<file path="src/rtl/hostbus_pkg.sv">
`timescale 1ns/1ps
package hostbus_pkg;
    localparam int DATA_W = 16;
    localparam int ADDR_W = 12;
    localparam int N_FR   = 8;
    localparam int SEL_W  = $clog2(N_FR);
    localparam int REG_W  = ADDR_W - 1 - SEL_W;

    typedef enum logic [1:0] {
        TGT_NONE   = 2'd0,
        TGT_FRAMER = 2'd1,
        TGT_BCAST  = 2'd2,
        TGT_GLOBAL = 2'd3
    } tgt_e;
endpackage

</file>
<file path="src/rtl/hb_sync.sv">
`timescale 1ns/1ps
module hb_sync #(
    parameter int          W       = 3,
    parameter logic [W-1:0] RST_VAL = '1
) (
    input  logic         clk,
    input  logic         rst_n,
    input  logic [W-1:0] async_in,
    output logic [W-1:0] cur,
    output logic [W-1:0] prev
);
    typedef struct packed {
        logic [W-1:0] s1;
        logic [W-1:0] s2;
        logic [W-1:0] s3;
    } sync_st_t;

    sync_st_t st_d, st_q;

    always_comb begin
        st_d.s1 = async_in;
        st_d.s2 = st_q.s1;
        st_d.s3 = st_q.s2;
    end

    always_ff @(posedge clk or negedge rst_n) begin
        if (!rst_n) st_q <= '{s1: RST_VAL, s2: RST_VAL, s3: RST_VAL};
        else        st_q <= st_d;
    end

    assign cur  = st_q.s2;
    assign prev = st_q.s3;
endmodule

</file>
<file path="src/rtl/hb_decode.sv">
`timescale 1ns/1ps
module hb_decode
    import hostbus_pkg::*;
(
    input  logic             top_bit,
    input  logic [SEL_W-1:0] sel,
    output tgt_e             tgt,
    output logic [SEL_W-1:0] ch
);
    always_comb begin
        ch = sel;
        if (!top_bit)
            tgt = TGT_FRAMER;
        else if (sel == '0)
            tgt = TGT_BCAST;
        else if (!sel[1] && sel[0] && !sel[SEL_W-1])
            tgt = TGT_GLOBAL;
        else
            tgt = TGT_NONE;
    end
endmodule

</file>
<file path="src/rtl/hb_rdmux.sv">
`timescale 1ns/1ps
module hb_rdmux
    import hostbus_pkg::*;
(
    input  tgt_e                     tgt,
    input  logic [SEL_W-1:0]         ch,
    input  logic [N_FR*DATA_W-1:0]   fr_rdata,
    input  logic [DATA_W-1:0]        gl_rdata,
    output logic [DATA_W-1:0]        rdata
);
    logic [DATA_W-1:0] lanes [N_FR];

    for (genvar g = 0; g < N_FR; g++) begin : g_lane
        assign lanes[g] = fr_rdata[g*DATA_W +: DATA_W];
    end

    always_comb begin
        unique case (tgt)
            TGT_FRAMER: rdata = lanes[ch];
            TGT_GLOBAL: rdata = gl_rdata;
            default:    rdata = '0;
        endcase
    end
endmodule

</file>
<file path="src/rtl/hostbus_bridge.sv">
`timescale 1ns/1ps
module hostbus_bridge
    import hostbus_pkg::*;
(
    input  logic                      clk,
    input  logic                      rst_n,
    input  logic                      mode_sep,
    input  logic                      cs_n,
    input  logic                      rd_ds_n,
    input  logic                      wr_rw,
    input  logic [ADDR_W-1:0]         addr,
    input  logic [DATA_W-1:0]         data_in,
    output logic [DATA_W-1:0]         data_out,
    output logic                      data_oe,
    output logic [REG_W-1:0]          reg_addr,
    output logic [DATA_W-1:0]         reg_wdata,
    output logic [N_FR-1:0]           fr_wr_en,
    output logic [N_FR-1:0]           fr_rd_en,
    input  logic [N_FR*DATA_W-1:0]    fr_rdata,
    output logic                      gl_wr_en,
    output logic                      gl_rd_en,
    input  logic [DATA_W-1:0]         gl_rdata,
    input  logic [N_FR-1:0]           fr_irq,
    output logic                      irq_n_oe
);
    localparam int IDX_CS = 2;
    localparam int IDX_RD = 1;
    localparam int IDX_WR = 0;

    typedef struct packed {
        logic [ADDR_W-1:0] addr_hold;
        logic [REG_W-1:0]  reg_addr;
        logic [DATA_W-1:0] wdata;
        logic [N_FR-1:0]   fr_wr;
        logic [N_FR-1:0]   fr_rd;
        logic              gl_wr;
        logic              gl_rd;
        logic              rd_pend;
        tgt_e              rd_tgt;
        logic [SEL_W-1:0]  rd_ch;
        logic [DATA_W-1:0] dout;
        logic              oe;
        logic              irq;
    } br_st_t;

    br_st_t st_d, st_q;

    logic [2:0] s_cur, s_prev;
    logic       cs_act, rd_fall, wr_fall, wr_rise;
    logic       rd_evt, wr_evt;
    logic [ADDR_W-1:0] acc_addr;
    tgt_e              dec_tgt;
    logic [SEL_W-1:0]  dec_ch;
    logic [DATA_W-1:0] mux_data;

    hb_sync #(.W(3), .RST_VAL(3'b111)) u_sync (
        .clk      (clk),
        .rst_n    (rst_n),
        .async_in ({cs_n, rd_ds_n, wr_rw}),
        .cur      (s_cur),
        .prev     (s_prev)
    );

    assign cs_act  = ~s_cur[IDX_CS];
    assign rd_fall = s_prev[IDX_RD] & ~s_cur[IDX_RD];
    assign wr_fall = s_prev[IDX_WR] & ~s_cur[IDX_WR];
    assign wr_rise = ~s_prev[IDX_WR] & s_cur[IDX_WR];

    // Event detection and choice of the address used by this access
    always_comb begin
        rd_evt   = 1'b0;
        wr_evt   = 1'b0;
        acc_addr = addr;
        if (mode_sep) begin
            rd_evt = cs_act & rd_fall;
            if (cs_act & wr_rise) begin
                wr_evt   = 1'b1;
                acc_addr = st_q.addr_hold;
            end
        end else if (cs_act & rd_fall) begin
            rd_evt = s_cur[IDX_WR];
            wr_evt = ~s_cur[IDX_WR];
        end
    end

    hb_decode u_decode (
        .top_bit (acc_addr[ADDR_W-1]),
        .sel     (acc_addr[ADDR_W-2 -: SEL_W]),
        .tgt     (dec_tgt),
        .ch      (dec_ch)
    );

    hb_rdmux u_rdmux (
        .tgt      (st_q.rd_tgt),
        .ch       (st_q.rd_ch),
        .fr_rdata (fr_rdata),
        .gl_rdata (gl_rdata),
        .rdata    (mux_data)
    );

    always_comb begin
        st_d         = st_q;
        st_d.fr_wr   = '0;
        st_d.fr_rd   = '0;
        st_d.gl_wr   = 1'b0;
        st_d.gl_rd   = 1'b0;
        st_d.rd_pend = 1'b0;

        if (mode_sep && cs_act && wr_fall)
            st_d.addr_hold = addr;

        if (wr_evt) begin
            st_d.reg_addr = acc_addr[REG_W-1:0];
            st_d.wdata    = data_in;
            unique case (dec_tgt)
                TGT_FRAMER: st_d.fr_wr[dec_ch] = 1'b1;
                TGT_BCAST:  st_d.fr_wr = '1;
                TGT_GLOBAL: st_d.gl_wr = 1'b1;
                default:    ;
            endcase
        end

        if (rd_evt) begin
            st_d.reg_addr = acc_addr[REG_W-1:0];
            st_d.rd_pend  = 1'b1;
            st_d.rd_tgt   = dec_tgt;
            st_d.rd_ch    = dec_ch;
            unique case (dec_tgt)
                TGT_FRAMER: st_d.fr_rd[dec_ch] = 1'b1;
                TGT_GLOBAL: st_d.gl_rd = 1'b1;
                default:    ;
            endcase
        end

        if (st_q.rd_pend)
            st_d.dout = mux_data;

        st_d.oe  = cs_act & (mode_sep ? ~s_cur[IDX_RD]
                                      : (~s_cur[IDX_RD] & s_cur[IDX_WR]));
        st_d.irq = |fr_irq;
    end

    always_ff @(posedge clk or negedge rst_n) begin
        if (!rst_n) begin
            st_q        <= '0;
            st_q.rd_tgt <= TGT_NONE;
        end else begin
            st_q <= st_d;
        end
    end

    assign data_out  = st_q.dout;
    assign data_oe   = st_q.oe;
    assign reg_addr  = st_q.reg_addr;
    assign reg_wdata = st_q.wdata;
    assign fr_wr_en  = st_q.fr_wr;
    assign fr_rd_en  = st_q.fr_rd;
    assign gl_wr_en  = st_q.gl_wr;
    assign gl_rd_en  = st_q.gl_rd;
    assign irq_n_oe  = st_q.irq;
endmodule

</file>
<file path="config.mk">
export PLATFORM = sky130hd
export DESIGN_NAME = hostbus_bridge
export DESIGN_NICKNAME = d
export VERILOG_FILES = /design/src/rtl/hostbus_pkg.sv /design/src/rtl/hb_sync.sv /design/src/rtl/hb_decode.sv /design/src/rtl/hb_rdmux.sv /design/src/rtl/hostbus_bridge.sv
export SDC_FILE = /design/constraint.sdc
export NUM_CORES = 1
export LEC_CHECK = 0
export CAP_MARGIN = 20
export CORE_MARGIN = 10
export CORE_UTILIZATION = 41
export DETAILED_ROUTE_END_ITERATION = 8
export PLACE_DENSITY = 0.81
export SLEW_MARGIN = 20
export SYNTH_ARGS = -nofsm -noshare
export SYNTH_HDL_FRONTEND = slang
export SYNTH_SLANG_ARGS = --single-unit
</file>
<file path="constraint.sdc">
create_clock -name clk -period 2.7 [get_ports clk]
set_clock_uncertainty 0.05 [all_clocks]
set_input_delay 0.54 -clock clk [delete_from_list [all_inputs] [get_ports clk]]
set_output_delay 0.54 -clock clk [all_outputs]
set_load 0.02 [all_outputs]
</file>
==> summary.md <==
| Metric | Value |
|---|---|
| Post-synthesis cell area | between 5000 and 6000 um^2 |
| Layout cell share with drive strength beyond 1 | a little under an eighth |
| I/O pins | roughly 250 |
| CTS resizes | 0 |
| Setup violators final | 0 |
| Largest cells by area after synthesis | dfrtp_1 (39%), mux2i_1 (15%), buf_4 (8.4%), mux2_2 (6.8%), a22oi_1 (4.8%) |
| Total global-route track usage | 18.38% |
| Crit end category | flop |
| Worst-Skew Late Latency | 0.33 ns |
| Hold/Removal Path Class | input pin to async pin |
| Asr flop ratio synth | 100.0% |
| Die height | 130.5 um |
| Startpoint Class | input pin |
| DRC viols | 0 |
| Fin. Hold Viols | 0 |
| Clock share of power | 26.3% |
| Setup TNS after final layout | 0 ns |
| Synthesis Warnings | 0 |
| TritonCTS clock tree | yes |
| Avg WL per Cell | 20.19 um |
| Site row count | 40 |
| DR iter-0 viols | 231 |
| IO Port Bufs | 245 |
| Routed vias/inst | 5.120 |
| Router iterations before antenna repair | 4 |
| Clock buffer depth | 2 |
| CTS root buf | clkbuf_16 |
| Postcts setup bufs | 0 |
| Placed cell count | approximately 790 |
| Post-Syn Area per Cell | approximately 11 um^2 |
| Worst-path fanout max | 24 |
| # clock sinks | 86 |
| Slew HR | a little under half |
| Period utilization | 83.19% |
| H-tree Lvls | 3 |
| Switching Fraction | 31.71% |
| VDD IR-drop max | 324.7 uV |
| Post-synth EDFFs | 0 |
| Outcome | finished clean |
| Area grow syn2layout | 50.05% |
| Required @ worst endpoint | 2.87 ns |
| R2R cell count | 5 |
| Width of the die | 130.5 um |
| Area of the core | 11960 um^2 |
| Main synth FF type | dfrtp_1 |
| CTS buffer count | 9 |
| Worst-Margin Slew | around 0.8 ns |
| RD Place Congestion | 0.9483 |
| Post-Layout Cell Count | roughly 810 |
| First-pass GRT wire length | 24200 um |
| Hold_buf cts | 0 |
| Critical path type | input pin to flop |
| Max Slew Vio Count | 0 |
| Detailed placement HPWL | 13240 um |
| CTS clk-pin slew, worst paths | ~0.06 ns |
| Int Power | 3.168 mW |
| Starting Density | roughly two fifths |
| Die area | 17030 um^2 |
| Achievable Freq | 0.4452 GHz |
| Max Cap Violations | 0 |
| DRT antenna net count | 0 |
| Worst path arrival time | 2.42 ns |
| Sequential power share | a little under two fifths |
| Initial antenna violation count | 0 |
| Commonest non-fill, non-tap cell in the layout | clkdlybuf4s50_1 |
| Comb power frac | 37.0% |
| Final net count | 842 |
| Syn nets | 659 |
| Yosys reg bits | between 80 and 90 |
| Commonest cells after routing, fill and taps aside | clkdlybuf4s50_1 (244), mux2i_1 (77), dfrtp_1 (77), nand2_1 (38), a22oi_1 (32) |
| Vias in the first global route | about 4500 |
| Reg area | 2166 um^2 |
| Crit path time final | approximately 2.2 ns |
| RSZ-0062 raised after global routing | false |
| # diodes | 0 |
| Routed WL | approximately 16000 um |
| Synth top area share | about two fifths |
| Netlist cell types | 43 |
| Synth area leader | dfrtp_1 |
| Mapped Cells | 473 |
| Vias | 4137 |
| PwrDens | between 600 and 700 nW/um^2 |
| Part of the Yosys area used for sequential elements | a little over two fifths |
| Remaining Overflow, GRT | 0 |
| Leak | 3.213 nW |
| P_sw | 1.471 mW |
| Area of the multi-input gates | 2287 um^2 |
| Largest net degree at the start of global routing | 46 |
| Number of fillers in the final layout | about 960 |
-- through the flow --
stage / cell area [um^2] / total power [mW] / hold WS [ns] / util, % / setup slack, ns
after floorplan: 5005 / 2.807 / 0.1944 / - / 0.7489
after global placement: 7207 / 3.395 / 0.2982 / 60.25 / 0.1765
after detailed placement: 7212 / 3.445 / 0.2968 / 60.29 / 0.1154
after CTS: 7510 / 4.692 / 0.1640 / 62.78 / 0.4844
after global routing: 7510 / 4.901 / 0.1897 / 62.78 / 0.3470
final: 7510 / 4.639 / 0.1601 / 62.78 / 0.4539
-- power groups by stage --
stage	sequential [mW]	combinational, mW	clock, mW
finish	1.70	1.72	1.22
detailed placement	1.72	1.73	0
CTS	1.70	1.73	1.26
global route	1.73	1.84	1.32
floorplan	1.64	1.17	0
global placement	1.71	1.69	0
-- routing by layer --
layer | routed length, um | GRT usage, % | up-vias
met1 | 6038 | 20.37 | 1986
li1 | - | - | 1993
met2 | 8826 | 32.59 | 132
met5 | 0 | 0 | -
met3 | 1061 | 5.721 | 26
met4 | 389 | 6.344 | 0
-- critical path, cell delays in order --
cell	delay [ns]
clkdlybuf4s50_1	0.54
nor4bb_4	0.36
buf_12	0.24
mux2i_1	0.34
o21bai_1	0.12
mux2_4	0.26
-- state kept, by name, summed over array words and instances, names as in the netlist, 2 cells and up --
register     flops
data_out        16
u_sync.cur       3
u_sync.st_d      3
fr_rd_en         8
reg_wdata       16
st_q            18
fr_wr_en         8
u_sync.prev      2
reg_addr         8
-- cells in the mapped netlist (all sizes together), types with 8 or more instances --
| cell type | count |
|---|---|
| nor2 | 15 |
| mux2 | 33 |
| buf | 71 |
| mux2i | 79 |
| nand2 | 39 |
| a21oi | 21 |
| clkbuf | 11 |
| o21ai | 27 |
| dfstp | 8 |
| nor2b | 21 |
| a22oi | 32 |
| dfrtp | 78 |
-- path summary, 6_finish.rpt --
check | from | endpoint | slack [ns]
worst max-delay path | mode_sep | st_q[21] | 0.45
worst min-delay path | rst_n | reg_addr[2] | 0.16
worst max register to register | u_sync.cur[0] | st_q[21] | 0.74
worst min register to register | u_sync.st_d[3] | u_sync.cur[0] | 0.31
max in group asynchronous | rst_n | u_sync.prev[1] | 1.75
min in group clk | u_sync.st_d[3] | u_sync.cur[0] | 0.31
-- cells by family (layout without fill, tap and decap cells) --
| kind of cell | Yosys count | after routing | synth area share (%) |
|---|---|---|---|
| muxes | 112 | 112 | 23.62 |
| and+or+nand+nor | 103 | 103 | 10.83 |
| AOI/OAI and AO/OA | 87 | 87 | 10.68 |
| DFF | 86 | 86 | 43.20 |
| buffers and inverters | 84 | 272 | 11.50 |
| xor gates and xnor gates | 1 | 1 | 0.1750 |
-- cell type report --
| cell class | instances | area share (%) |
|---|---|---|
| multi-input combinational | 303 | 30.46 |
| sequential | 86 | 28.84 |
| inverter | 2 | 0.09997 |
| clock inverter | 7 | 0.9663 |
| clock buffer | 9 | 2.999 |
| timing repair buffer | 254 | 34.19 |
| tap | 147 | 2.449 |
Power figures use the tool's default switching activity.
